[src/rtl/fc2_pkg.sv]
package fc2_pkg;
  typedef enum logic [1:0] {
    BLK_EMPTY  = 2'b00,
    BLK_ACTIVE = 2'b01,
    BLK_FULL   = 2'b10
  } blk_state_e;
endpackage

[src/rtl/fc2_cell_pair.sv]
module fc2_cell_pair
  import fc2_pkg::*;
#(
  parameter int Q = 5,
  localparam int LW = $clog2(Q)
) (
  input  logic          clk_i,
  input  logic          rst_ni,
  input  logic          inc_i,
  input  logic          bit_i,
  output logic [LW-1:0] left_o,
  output logic [LW-1:0] right_o,
  output logic          wr_ok_o,
  output logic [1:0]    dec_o,
  output blk_state_e    state_o
);
  localparam int SW = LW + 1;
  localparam logic [LW-1:0] TOP = LW'(Q - 1);
  localparam logic [SW-1:0] TOP_S = SW'(Q - 1);

  logic [LW-1:0] l_q, r_q;
  logic [SW-1:0] sum;
  logic          raise_l, raise_r, ok;

  assign sum = {1'b0, l_q} + {1'b0, r_q};

  // cell roles cross once the block sum reaches Q-1
  always_comb begin
    raise_l = 1'b0;
    raise_r = 1'b0;
    ok      = 1'b0;
    if (sum < TOP_S) begin
      ok      = 1'b1;
      raise_l = !bit_i;
      raise_r = bit_i;
    end else if (l_q == TOP && r_q == TOP) begin
      ok = 1'b0;
    end else if (l_q == TOP) begin
      ok      = !bit_i;
      raise_r = !bit_i;
    end else if (r_q == TOP) begin
      ok      = bit_i;
      raise_l = bit_i;
    end else begin
      ok      = 1'b1;
      raise_r = !bit_i;
      raise_l = bit_i;
    end
  end

  always_ff @(posedge clk_i or negedge rst_ni) begin
    if (!rst_ni) begin
      l_q <= '0;
      r_q <= '0;
    end else if (inc_i && ok) begin
      if (raise_l) l_q <= l_q + 1'b1;
      if (raise_r) r_q <= r_q + 1'b1;
    end
  end

  always_comb begin
    if (sum <= TOP_S) dec_o = {r_q[0], l_q[0]};
    else              dec_o = {l_q[0], r_q[0]};
    if (l_q == '0 && r_q == '0)       state_o = BLK_EMPTY;
    else if (l_q == TOP && r_q == TOP) state_o = BLK_FULL;
    else                               state_o = BLK_ACTIVE;
  end

  assign left_o  = l_q;
  assign right_o = r_q;
  assign wr_ok_o = ok;

  AST_LVL_CAP: assert property (@(posedge clk_i) disable iff (!rst_ni)
    l_q <= TOP && r_q <= TOP);
  AST_LVL_MONO: assert property (@(posedge clk_i) disable iff (!rst_ni)
    1'b1 |=> (l_q >= $past(l_q) && r_q >= $past(r_q)));
  AST_ONE_STEP: assert property (@(posedge clk_i) disable iff (!rst_ni)
    (inc_i && ok) |=> ({1'b0, l_q} + {1'b0, r_q} == $past(sum) + 1'b1));
  AST_IDLE_HOLD: assert property (@(posedge clk_i) disable iff (!rst_ni)
    !inc_i |=> ($stable(l_q) && $stable(r_q)));
  AST_FULL_REFUSE: assert property (@(posedge clk_i) disable iff (!rst_ni)
    (state_o == BLK_FULL) |-> !wr_ok_o);
endmodule

[src/rtl/fc2_xor_reduce.sv]
module fc2_xor_reduce #(
  parameter int M = 4
) (
  input  logic [2*M-1:0] dec_i,
  output logic [1:0]     bits_o
);
  always_comb begin
    bits_o = '0;
    for (int b = 0; b < M; b++) bits_o ^= dec_i[2*b +: 2];
  end
endmodule

[src/rtl/fc2_chain_ctrl.sv]
module fc2_chain_ctrl #(
  parameter int M = 4,
  localparam int PW = (M > 1) ? $clog2(M) : 1
) (
  input  logic          clk_i,
  input  logic          rst_ni,
  input  logic          wr_i,
  input  logic [M-1:0]  ok_i,
  output logic [M-1:0]  inc_o,
  output logic [PW-1:0] ptr_o,
  output logic          done_o,
  output logic          erase_o
);
  logic [PW-1:0] ptr_q;
  logic          erase_q, done_q, cur_ok, last;

  assign cur_ok = ok_i[ptr_q];
  assign last   = (ptr_q == PW'(M - 1));

  always_comb begin
    inc_o = '0;
    if (wr_i && !erase_q) begin
      if (cur_ok)     inc_o[ptr_q] = 1'b1;
      else if (!last) inc_o[ptr_q + 1'b1] = 1'b1;
    end
  end

  always_ff @(posedge clk_i or negedge rst_ni) begin
    if (!rst_ni) begin
      ptr_q   <= '0;
      erase_q <= 1'b0;
      done_q  <= 1'b0;
    end else begin
      done_q <= wr_i;
      if (wr_i && !erase_q && !cur_ok) begin
        if (last) erase_q <= 1'b1;
        else      ptr_q   <= ptr_q + 1'b1;
      end
    end
  end

  assign ptr_o   = ptr_q;
  assign done_o  = done_q;
  assign erase_o = erase_q;

  AST_ERASE_STICKY: assert property (@(posedge clk_i) disable iff (!rst_ni)
    erase_o |=> erase_o);
  AST_DONE_AFTER_WR: assert property (@(posedge clk_i) disable iff (!rst_ni)
    wr_i |=> done_o);
  AST_DONE_ONLY_WR: assert property (@(posedge clk_i) disable iff (!rst_ni)
    !wr_i |=> !done_o);
  AST_PTR_STEP: assert property (@(posedge clk_i) disable iff (!rst_ni)
    1'b1 |=> (ptr_q == $past(ptr_q) || ptr_q == $past(ptr_q) + 1'b1));
  AST_ONE_TARGET: assert property (@(posedge clk_i) disable iff (!rst_ni)
    $onehot0(inc_o));
endmodule

[src/rtl/fc2_chain.sv]
module fc2_chain
  import fc2_pkg::*;
#(
  parameter int Q = 5,
  parameter int M = 4,
  localparam int LW = $clog2(Q)
) (
  input  logic              clk_i,
  input  logic              rst_ni,
  input  logic              wr_i,
  input  logic              wr_bit_i,
  output logic [1:0]        bits_o,
  output logic [2*M-1:0]    blk_state_o,
  output logic [2*M*LW-1:0] cells_o,
  output logic              done_o,
  output logic              erase_req_o
);
  localparam int PW = (M > 1) ? $clog2(M) : 1;

  logic [M-1:0]   ok_vec, inc_vec;
  logic [2*M-1:0] dec_flat;
  logic [PW-1:0]  ptr;

  for (genvar b = 0; b < M; b++) begin : g_blk
    blk_state_e st;
    fc2_cell_pair #(.Q(Q)) u_pair (
      .clk_i   (clk_i),
      .rst_ni  (rst_ni),
      .inc_i   (inc_vec[b]),
      .bit_i   (wr_bit_i),
      .left_o  (cells_o[2*b*LW +: LW]),
      .right_o (cells_o[(2*b+1)*LW +: LW]),
      .wr_ok_o (ok_vec[b]),
      .dec_o   (dec_flat[2*b +: 2]),
      .state_o (st)
    );
    assign blk_state_o[2*b +: 2] = st;

    AST_AHEAD_EMPTY: assert property (@(posedge clk_i) disable iff (!rst_ni)
      (PW'(b) > ptr) |-> (st == BLK_EMPTY));
  end

  fc2_chain_ctrl #(.M(M)) u_ctrl (
    .clk_i   (clk_i),
    .rst_ni  (rst_ni),
    .wr_i    (wr_i),
    .ok_i    (ok_vec),
    .inc_o   (inc_vec),
    .ptr_o   (ptr),
    .done_o  (done_o),
    .erase_o (erase_req_o)
  );

  fc2_xor_reduce #(.M(M)) u_xor (
    .dec_i  (dec_flat),
    .bits_o (bits_o)
  );

  AST_EXHAUST_FROZEN: assert property (@(posedge clk_i) disable iff (!rst_ni)
    erase_req_o |=> ($stable(cells_o) && $stable(bits_o)));
endmodule

[config.mk]
export PLATFORM = sky130hd
export DESIGN_NAME = fc2_chain
export DESIGN_NICKNAME = d
export VERILOG_FILES = /design/src/rtl/fc2_pkg.sv /design/src/rtl/fc2_cell_pair.sv /design/src/rtl/fc2_xor_reduce.sv /design/src/rtl/fc2_chain_ctrl.sv /design/src/rtl/fc2_chain.sv
export SDC_FILE = /design/constraint.sdc
export NUM_CORES = 1
export LEC_CHECK = 0
export BUFFER_PORTS_ARGS = -buffer_cell sky130_fd_sc_hd__buf_2
export CORE_MARGIN = 1.5
export CORE_UTILIZATION = 40
export DETAILED_ROUTE_END_ITERATION = 8
export SETUP_SLACK_MARGIN = 0.02
export SYNTH_ARGS = -nofsm -noshare
export SYNTH_HDL_FRONTEND = slang
export SYNTH_HIERARCHICAL = 1
export SYNTH_SLANG_ARGS = --single-unit
[constraint.sdc]
create_clock -name clk_i -period 4.78 [get_ports clk_i]
set_input_delay 0.956 -clock clk_i [delete_from_list [all_inputs] [get_ports clk_i]]
set_output_delay 0.956 -clock clk_i [all_outputs]
set_load 0.01 [all_outputs]
# After elaboration in Yosys (flattened, before gate mapping)
# Cells that the tools add are included.
# totals
out_inout_bits,36
wordCells,151
in_bits,4
register_bits,28
# classes
n_addsub,13
magnitude_cmp,12
muxes,65
n_reduce_logical,37
n_eq_ne,9
bitwise_logic,4
# ops
op,n
two-way mux 1 bit,47
adder 3 x 1 -> 3 bit (second input constant),8
equality test 3 bit (second input constant),8
logical NOT 3 bit,8
two-way mux 2 bit,12
AND reduction 2 bit,10
adder 3 x 3 -> 4 bit,4
less-or-equal comparator 4 x 3 -> 1 bit (second input constant),4
logical AND 1 bit,16
< comparator 4 x 3 -> 1 bit (second input constant),4
two-way mux 4 bit,3
< comparator 2 x 3 -> 1 bit (second input constant),2
XOR 2 bit,3
demux 1 bit (select 2 bit),2
>= comparator 2 x 1 -> 1 bit (second input constant),2
logical NOT 1 bit,3
adder 2 x 1 -> 2 bit (second input constant),1
binary-select mux 1 bit (select 2 bit),1
equality test 2 bit (second input constant),1
NOT 1 bit,1

# Longest topological paths before layout
# Gate-level depths: netlist of run 1.
# logic_depth
word_depth,11
depth_mapped,15
depth_no_buf,12

# Modules after synthesis
# Netlist of run 1, hierarchy kept.
# by_module_without_submodules
module,seq_area_each_um2,area_each_um2,cells_each,n_inst
fc2_cell_pair (g_blk[2].u_pair ...),150.1,775.7,85,2
fc2_cell_pair (g_blk[0].u_pair ...),150.1,723.2,82,2
fc2_chain_ctrl,100.1,339.1,30,1
fc2_xor_reduce,0.0,52.6,6,1

# Worst setup path after synthesis of run 1
# OpenSTA, ideal clock, no wires.
# synth_path
path_type,reg-to-reg
from,reg g_blk[3].u_pair.l_q[0]
to,reg g_blk[0].u_pair.r_q[0]
period_less_slack_ns,3.653
t_required_ns,4.700
stages_incl_launch_ff,15
path_buffers,2
path_slack_ns,1.127
arrival_ns,3.573
setup_time_ns,0.080
cell_sequence,dfrtp_1 -> ha_1 -> fa_1 -> and3b_4 -> a21oi_4 -> nand2_1 -> mux4_2 -> buf_6 -> or3b_1 -> a21oi_2 -> clkbuf_1 -> nor2b_1 -> nand2_1 -> mux2i_1 -> xnor2_1
# synth_between
elab_chain_cells,10
word_cells_on_any_way,13
classes_between,1 x add/sub; 1 x order compare; 1 x eq/ne; 7 x mux; 3 x reduce/logical
# synth_rtl
item,line_no,source
from (decl),fc2_cell_pair.sv:21,"logic [LW-1:0] l_q, r_q;"
from (signal assigned),fc2_cell_pair.sv:56,if (raise_l) l_q <= l_q + 1'b1;
branches (longest 3 deep; another with adder 3 x 3 -> 4 bit),n/a,
two-way mux 1 bit *,fc2_cell_pair.sv:32,if (sum < TOP_S) begin
net ok_vec[3],fc2_chain.sv:20,"logic [M-1:0] ok_vec, inc_vec;"
binary-select mux 1 bit (select 2 bit) *,fc2_chain_ctrl.sv:17,assign cur_ok = ok_i[ptr_q];
two-way mux 1 bit (implied by the code) *,fc2_chain_ctrl.sv:17,
two-way mux 4 bit *,fc2_chain_ctrl.sv:23,if (cur_ok) inc_o[ptr_q] = 1'b1;
two-way mux 4 bit *,fc2_chain_ctrl.sv:22,if (wr_i && !erase_q) begin
net inc_vec[0],fc2_chain.sv:20,
logical AND 1 bit *,fc2_cell_pair.sv:55,end else if (inc_i && ok) begin
AND reduction 2 bit (no source line) *,n/a,
to (signal assigned),fc2_cell_pair.sv:57,if (raise_r) r_q <= r_q + 1'b1;
to (decl),fc2_cell_pair.sv:21,
# Mark *: on every way through the listed nets, which the timed path passes. The select of a mux whose other input is x is not followed.
# A chain may end at the register's enable or synchronous reset.

# Worst setup path in the final report of run 1
# layout_path
from,reg g_blk[3].u_pair.l_q[0]
to,out bits_o[0]
# layout_between
elab_chain_cells,4
# layout_rtl
item,line_no,source
adder 3 x 3 -> 4 bit,fc2_cell_pair.sv:25,"assign sum = {1'b0, l_q} + {1'b0, r_q};"
less-or-equal comparator 4 x 3 -> 1 bit,fc2_cell_pair.sv:62,"if (sum <= TOP_S) dec_o = {r_q[0], l_q[0]};"
two-way mux 2 bit *,fc2_cell_pair.sv:62,
net dec_flat[6],fc2_chain.sv:21,logic [2*M-1:0] dec_flat;
XOR 2 bit *,fc2_xor_reduce.sv:9,for (int b = 0; b < M; b++) bits_o ^= dec_i[2*b +: 2];
to (decl),fc2_chain.sv:12,"output logic [1:0] bits_o,"
# The timed path passes the listed nets; every way through them passes the cells marked *.

==> impl_metrics.py, run 1 <==
metrics = {
    "finish": {
        "diodes": 0,
        "fillers": 803,
        "stdcell_area_um2": 3700,
        "drive_above_1_share_pct": 19.5,
        "area_growth_pct": 9.23,
        "multi_input_area_um2": 2510,
        "final_nets": 443,
        "seq_area_um2": 701,
    },
    "setup_path": {
        "cp_max_fo": 7,
        "crit_type": "flop to output pin",
        "cp.required_ns": 3.82,
        "r2r_cells": 11,
        "critPathCaptureType": "output pin",
        "arrival_ns": 3.06,
        "start_kind": "flop",
    },
    "status": {
        "outcome": "finished clean",
    },
    "placement": {
        "dpl_worst_slack_ns": 0.813,
        "place_area_um2": 3650,
        "port_buffers": 39,
        "hpwlAfterDp_mm": 5.98,
        "place_congestion": 0.821,
    },
    "worst_hold_path": {
        "min_path_type": "flop to flop",
        "holdPathStages": 1,
    },
    "route": {
        "via_per_inst": 5.66,
        "antenna_left": 0,
        "wl_per_cell_um": 15.6,
        "drtIter0Drc": 95,
        "dr.pass1.iters": 4,
        "wl_mm": 7.88,
        "vias": 2853,
        "post-route-drc-count": 0,
    },
    "clock_tree": {
        "clkSlewWorstSetupHoldPaths_ns": 0.11,
        "htreeDepth": 1,
        "clk_latency_ns": 0.28,
        "ctsResizeCount": 0,
        "cts_made_buffers": 3,
        "cts_hold_buf": 0,
        "cts_root_buf": "clkbuf_8",
        "cts.sinks": 28,
        "post_cts_buffers": 0,
        "clockBufferDepth": 2,
        "cts_tree": "yes",
    },
    "global_route": {
        "grt_usage_pct": 18.1,
        "grt_pass1_wl_mm": 13.1,
        "grt_pass1_vias": 2783,
        "grt_max_degree": 40,
        "antenna_found_initial": 0,
        "grt_overflow_total": 0,
    },
    "yosys": {
        "yosysWarnings": 6,
        "synth_top_area_share_pct": 20.7,
        "synth_nets": 413,
        "yosys_most_used_dff": "dfrtp_1",
        "async_reset_ff_share_pct": 100,
        "ys_seq_area_share_pct": 20.7,
        "synthCells": 370,
        "ys_top_cells_by_count": "35 x ha_1, 34 x nand2_1, 28 x dfrtp_1, 27 x mux2i_1, 22 x inv_1",
        "yosysMostFrequentCell": "ha_1",
        "yosys_register_bits": 28,
        "netlist_top_cells_area": "dfrtp_1 21%, ha_1 13%, mux2i_1 8.0%",
        "synth_edf_count": 0,
        "synthesis.area_um2": 3390,
        "ys_types": 52,
        "avgSynthCellArea_um2": 9.16,
        "yosys.area.top_type": "dfrtp_1",
    },
    "timing": {
        "setup_tns_ns": 0,
        "period_needed_ns": 4.02,
        "fin_ws_ns": 0.759,
        "clock.fmax_mhz": 249,
        "slew_violations": 0,
        "rsz0062_at_grt": "false",
        "setup_viol": 0,
        "skew_ns": 0.00740,
        "slew_headroom_pct": 51.7,
        "worst_pin_slew_ns": 0.722,
        "period_share_pct": 84.1,
        "hold_viol_final": 0,
    },
    "floorplan": {
        "die_w_um": 95.1,
        "dieArea_um2": 9030,
        "core_area_um2": 8220,
        "rows": 33,
        "start_util_pct": 41.3,
        "io_pins": 40,
        "die_y_um": 95.1,
    },
    "run": {
        "max_cap_violations": 0,
    },
}
cells by family after synthesis:
kind of cell,count (synthesis),synth area share (%)
buffers and inverters,39,5.13
flip-flops,28,20.7
AND/OR/NAND/NOR,126,20.7
AO/OA/AOI/OAI,80,20.6
XOR/XNOR,19,4.91
multiplexers,39,12.7
adder cells (fa/ha/maj),39,15.3
registers in the layout (all words and copies together) (netlist names):
register	flops
u_ctrl/erase_o	1
u_ctrl/done_o	1
g_blk.u_pair/right_o	12
u_ctrl/ptr_o	2
g_blk.u_pair/left_o	12
worst paths after layout:
path / startpoint / end / slack, ns
worst max-delay path: g_blk[3].u_pair/left_o[0] / bits_o[0] / 0.76
worst min-delay path: u_ctrl/erase_o / u_ctrl/erase_o / 0.54
worst max register to register: g_blk[2].u_pair/left_o[0] / g_blk[0].u_pair/right_o[1] / 0.77
worst min register to register: u_ctrl/erase_o / u_ctrl/erase_o / 0.54
max in group asynchronous: rst_ni / u_ctrl/ptr_o[0] / 3.61
min in group asynchronous: rst_ni / g_blk[0].u_pair/left_o[1] / 0.71
through the flow:
step / std cells / hold slack [ns] / utilization, %
2_1_floorplan: 370 / 0.525 / -
3_3_place_gp: 500 / 0.538 / 44.4
3_5_place_dp: 500 / 0.523 / 44.4
4_1_cts: 504 / 0.557 / 45.1
5_1_grt: 504 / 0.567 / 45.1
6_report: 504 / 0.536 / 45.1
final cells by class:
class | count | area share (%)
Inverter | 22 | 2.23
Sequential cell | 28 | 18.9
Timing Repair Buffer | 42 | 5.88
Clock buffer | 4 | 1.49
Multi-Input combinational cell | 303 | 67.9
Tap cell | 105 | 3.55
cells in the final DEF (no fill, tap or decap), types with 3 or more instances in the layout:
cell type / synthesis / final
nor4_1: 6 / 6
a21oi_1: 8 / 8
ha_1: 35 / 35
mux2_4: 4 / 4
a21o_1: 4 / 4
a41oi_1: 6 / 6
nand4_1: 6 / 6
mux2_1: 6 / 6
nor2_1: 19 / 19
nand3_1: 12 / 12
fa_1: 4 / 4
nor4b_1: 4 / 4
and4_1: 4 / 4
nor2b_1: 10 / 10
buf_2: 4 / 39
a31oi_1: 6 / 6
mux2i_1: 27 / 27
dfrtp_1: 28 / 28
o21ai_0: 6 / 6
a21oi_2: 3 / 3
clkbuf_8: 0 / 4
inv_1: 22 / 22
nand2b_1: 11 / 11
a2111oi_0: 4 / 4
a41oi_2: 4 / 4
or3_1: 4 / 4
nand3b_1: 4 / 4
nand2_1: 34 / 34
o211ai_1: 18 / 18
buf_4: 0 / 3
nor3_2: 3 / 3
xnor2_1: 17 / 17
per-layer routing:
metal	vias up	wire, um	global-route usage (%)
met5	-	0	0
met4	0	75	3.61
met3	8	227	2.79
met2	54	3720	31.7
met1	1363	3860	23.4
li1	1428	-	-
worst max-delay path, cell delays in order, from the launching register on:
cell and delay (ns):
dfrtp_1 0.45, ha_1 0.27, fa_1 0.50, or3_4 0.46
o21ai_4 0.11, nor2_1 0.12, mux2i_1 0.23, xor2_1 0.31
xnor2_1 0.18, buf_2 0.16
Power of run 1 is not shown: default switching activity piles up to over one toggle a cycle in this logic, so the estimate is an artifact.
==> inputs of run 2 (changes only) <==
- clock period: 4.78 -> 4 ns (I/O delays scaled with it)
==> run 2 against run 1 <==
Register-to-register slack got worse by 0.45 ns; utilization rose by 1.1 points; flip-flop and latch count did not move; highest routed layer unchanged.
==> impl_metrics.py, run 2 (synthesis results as in run 1) <==
metrics = {
    "timing": {
        "setup_viol": 0,
        "slew_violations": 0,
        "period_share_pct": 93.5,
        "slew_headroom_pct": 49.6,
        "skew_ns": 0.00857,
        "clock.fmax_mhz": 267,
        "rsz0062_at_grt": "false",
        "period_needed_ns": 3.74,
        "worst_pin_slew_ns": 0.756,
        "hold_viol_final": 0,
        "setup_tns_ns": 0,
    },
    "setup_path": {
        "crit_type": "flop to output pin",
        "crit_path_cell_trace": "ha_1 > fa_2 > or3_4 > o21ai_4 > nor2_1 > mux2i_1 > xor2_1 > xnor2_1 > buf_2",
        "critPathCaptureType": "output pin",
        "cp_slowest_cell": "dfrtp_1",
        "arrival_ns": 2.94,
        "cp_max_fo": 7,
        "r2r-start": "g_blk[1].u_pair/right_o[0]",
        "crit_start": "g_blk[3].u_pair/left_o[0]",
        "cp.required_ns": 3.20,
        "start_kind": "flop",
        "cpPeakStageDelay_ns": 0.45,
    },
    "global_route": {
        "grt_pass1_vias": 2789,
        "antenna_found_initial": 0,
        "grt_pass1_wl_mm": 13.5,
        "grt_usage_pct": 18.7,
        "grt_overflow_total": 0,
        "grt_max_degree": 29,
    },
    "finish": {
        "multi_input_area_um2": 2520,
        "layout_common_cells": "39 x buf_2, 35 x ha_1, 34 x nand2_1",
        "diodes": 0,
        "final_nets": 454,
        "seq_area_um2": 701,
        "drive_above_1_share_pct": 22.2,
        "area_growth_pct": 11.8,
        "final_common_cell": "buf_2",
        "fillers": 796,
    },
    "route": {
        "drtIter0Drc": 87,
        "vias": 2944,
        "wl_per_cell_um": 15.7,
        "via_per_inst": 5.72,
        "dr.pass1.iters": 4,
        "wl_mm": 8.09,
        "post-route-drc-count": 0,
        "antenna_left": 0,
    },
    "floorplan": {
        "start_util_pct": 41.3,
        "core_area_um2": 8220,
        "die_y_um": 95.1,
        "die_w_um": 95.1,
        "rows": 33,
        "dieArea_um2": 9030,
        "io_pins": 40,
    },
    "run": {
        "max_cap_violations": 0,
    },
    "clock_tree": {
        "cts.sinks": 28,
        "clk_latency_ns": 0.29,
        "cts_made_buffers": 3,
        "cts_root_buf": "clkbuf_8",
        "clockBufferDepth": 2,
        "htreeDepth": 1,
        "post_cts_buffers": 0,
        "cts_tree": "yes",
        "clkSlewWorstSetupHoldPaths_ns": 0.11,
    },
    "placement": {
        "port_buffers": 39,
        "place_congestion": 0.863,
        "hpwlAfterDp_mm": 6.02,
    },
    "worst_hold_path": {
        "min_path_type": "flop to flop",
        "hp-start": "u_ctrl/erase_o",
    },
    "status": {
        "outcome": "finished clean",
    },
}
## run 2: final timing paths
check                                        endpoint  slack (ns)  cells past startpoint
max                                         bits_o[0]        0.26                      9
min                                    u_ctrl/erase_o        0.53                      1
max reg2reg                g_blk[0].u_pair/right_o[1]        0.32                     11
min reg2reg                            u_ctrl/erase_o        0.53                      1
max in group asynchronous   g_blk[3].u_pair/left_o[2]        2.95                      1
min in group asynchronous   g_blk[0].u_pair/left_o[2]        0.56                      1
## run 2: worst max-delay path, delay by kind of cell, from the launching register on
kind / cells / cell delay [ns]
flip-flops: 1 / 0.45
buffers and inverters: 1 / 0.16
AND/OR/NAND/NOR: 2 / 0.57
XOR/XNOR: 2 / 0.47
AO/OA/AOI/OAI: 1 / 0.11
multiplexers: 1 / 0.21
adder cells (fa/ha/maj): 2 / 0.69
## run 2: stage by stage
| stage | utilization [%] | hold WS, ns | instance area, um^2 | setup slack [ns] | std cells |
|---|---|---|---|---|---|
| floorplan | - | 0.504 | 3390 | 0.347 | 370 |
| global placement | 45.4 | 0.534 | 3730 | 0.330 | 511 |
| detailed placement | 45.4 | 0.518 | 3730 | 0.237 | 511 |
| CTS | 46.1 | 0.547 | 3780 | 0.155 | 515 |
| global route | 46.1 | 0.564 | 3790 | 0.0687 | 515 |
| finish | 46.1 | 0.525 | 3790 | 0.259 | 515 |
## run 2: per-layer routing
| metal | wire length [um] | track usage (%) |
|---|---|---|
| met3 | 319 | 2.55 |
| met4 | 42 | 2.61 |
| met1 | 3850 | 24.9 |
| met5 | 0 | 0 |
| met2 | 3890 | 32.8 |
## run 2: what timing repair did
action	4_1_cts	5_1_grt
hold buffers	0	0
gates resized for setup	0	2
setup endpoints to repair	0	3
## run 2: layout make-up
type / count / area share (%)
inverters: 22 / 2.18
repair buffers: 53 / 7.92
well taps: 105 / 3.47
flip-flops and latches: 28 / 18.5
multi-input cells: 303 / 66.5
clock buffers: 4 / 1.45
Power of run 2 is left out for the same reason.
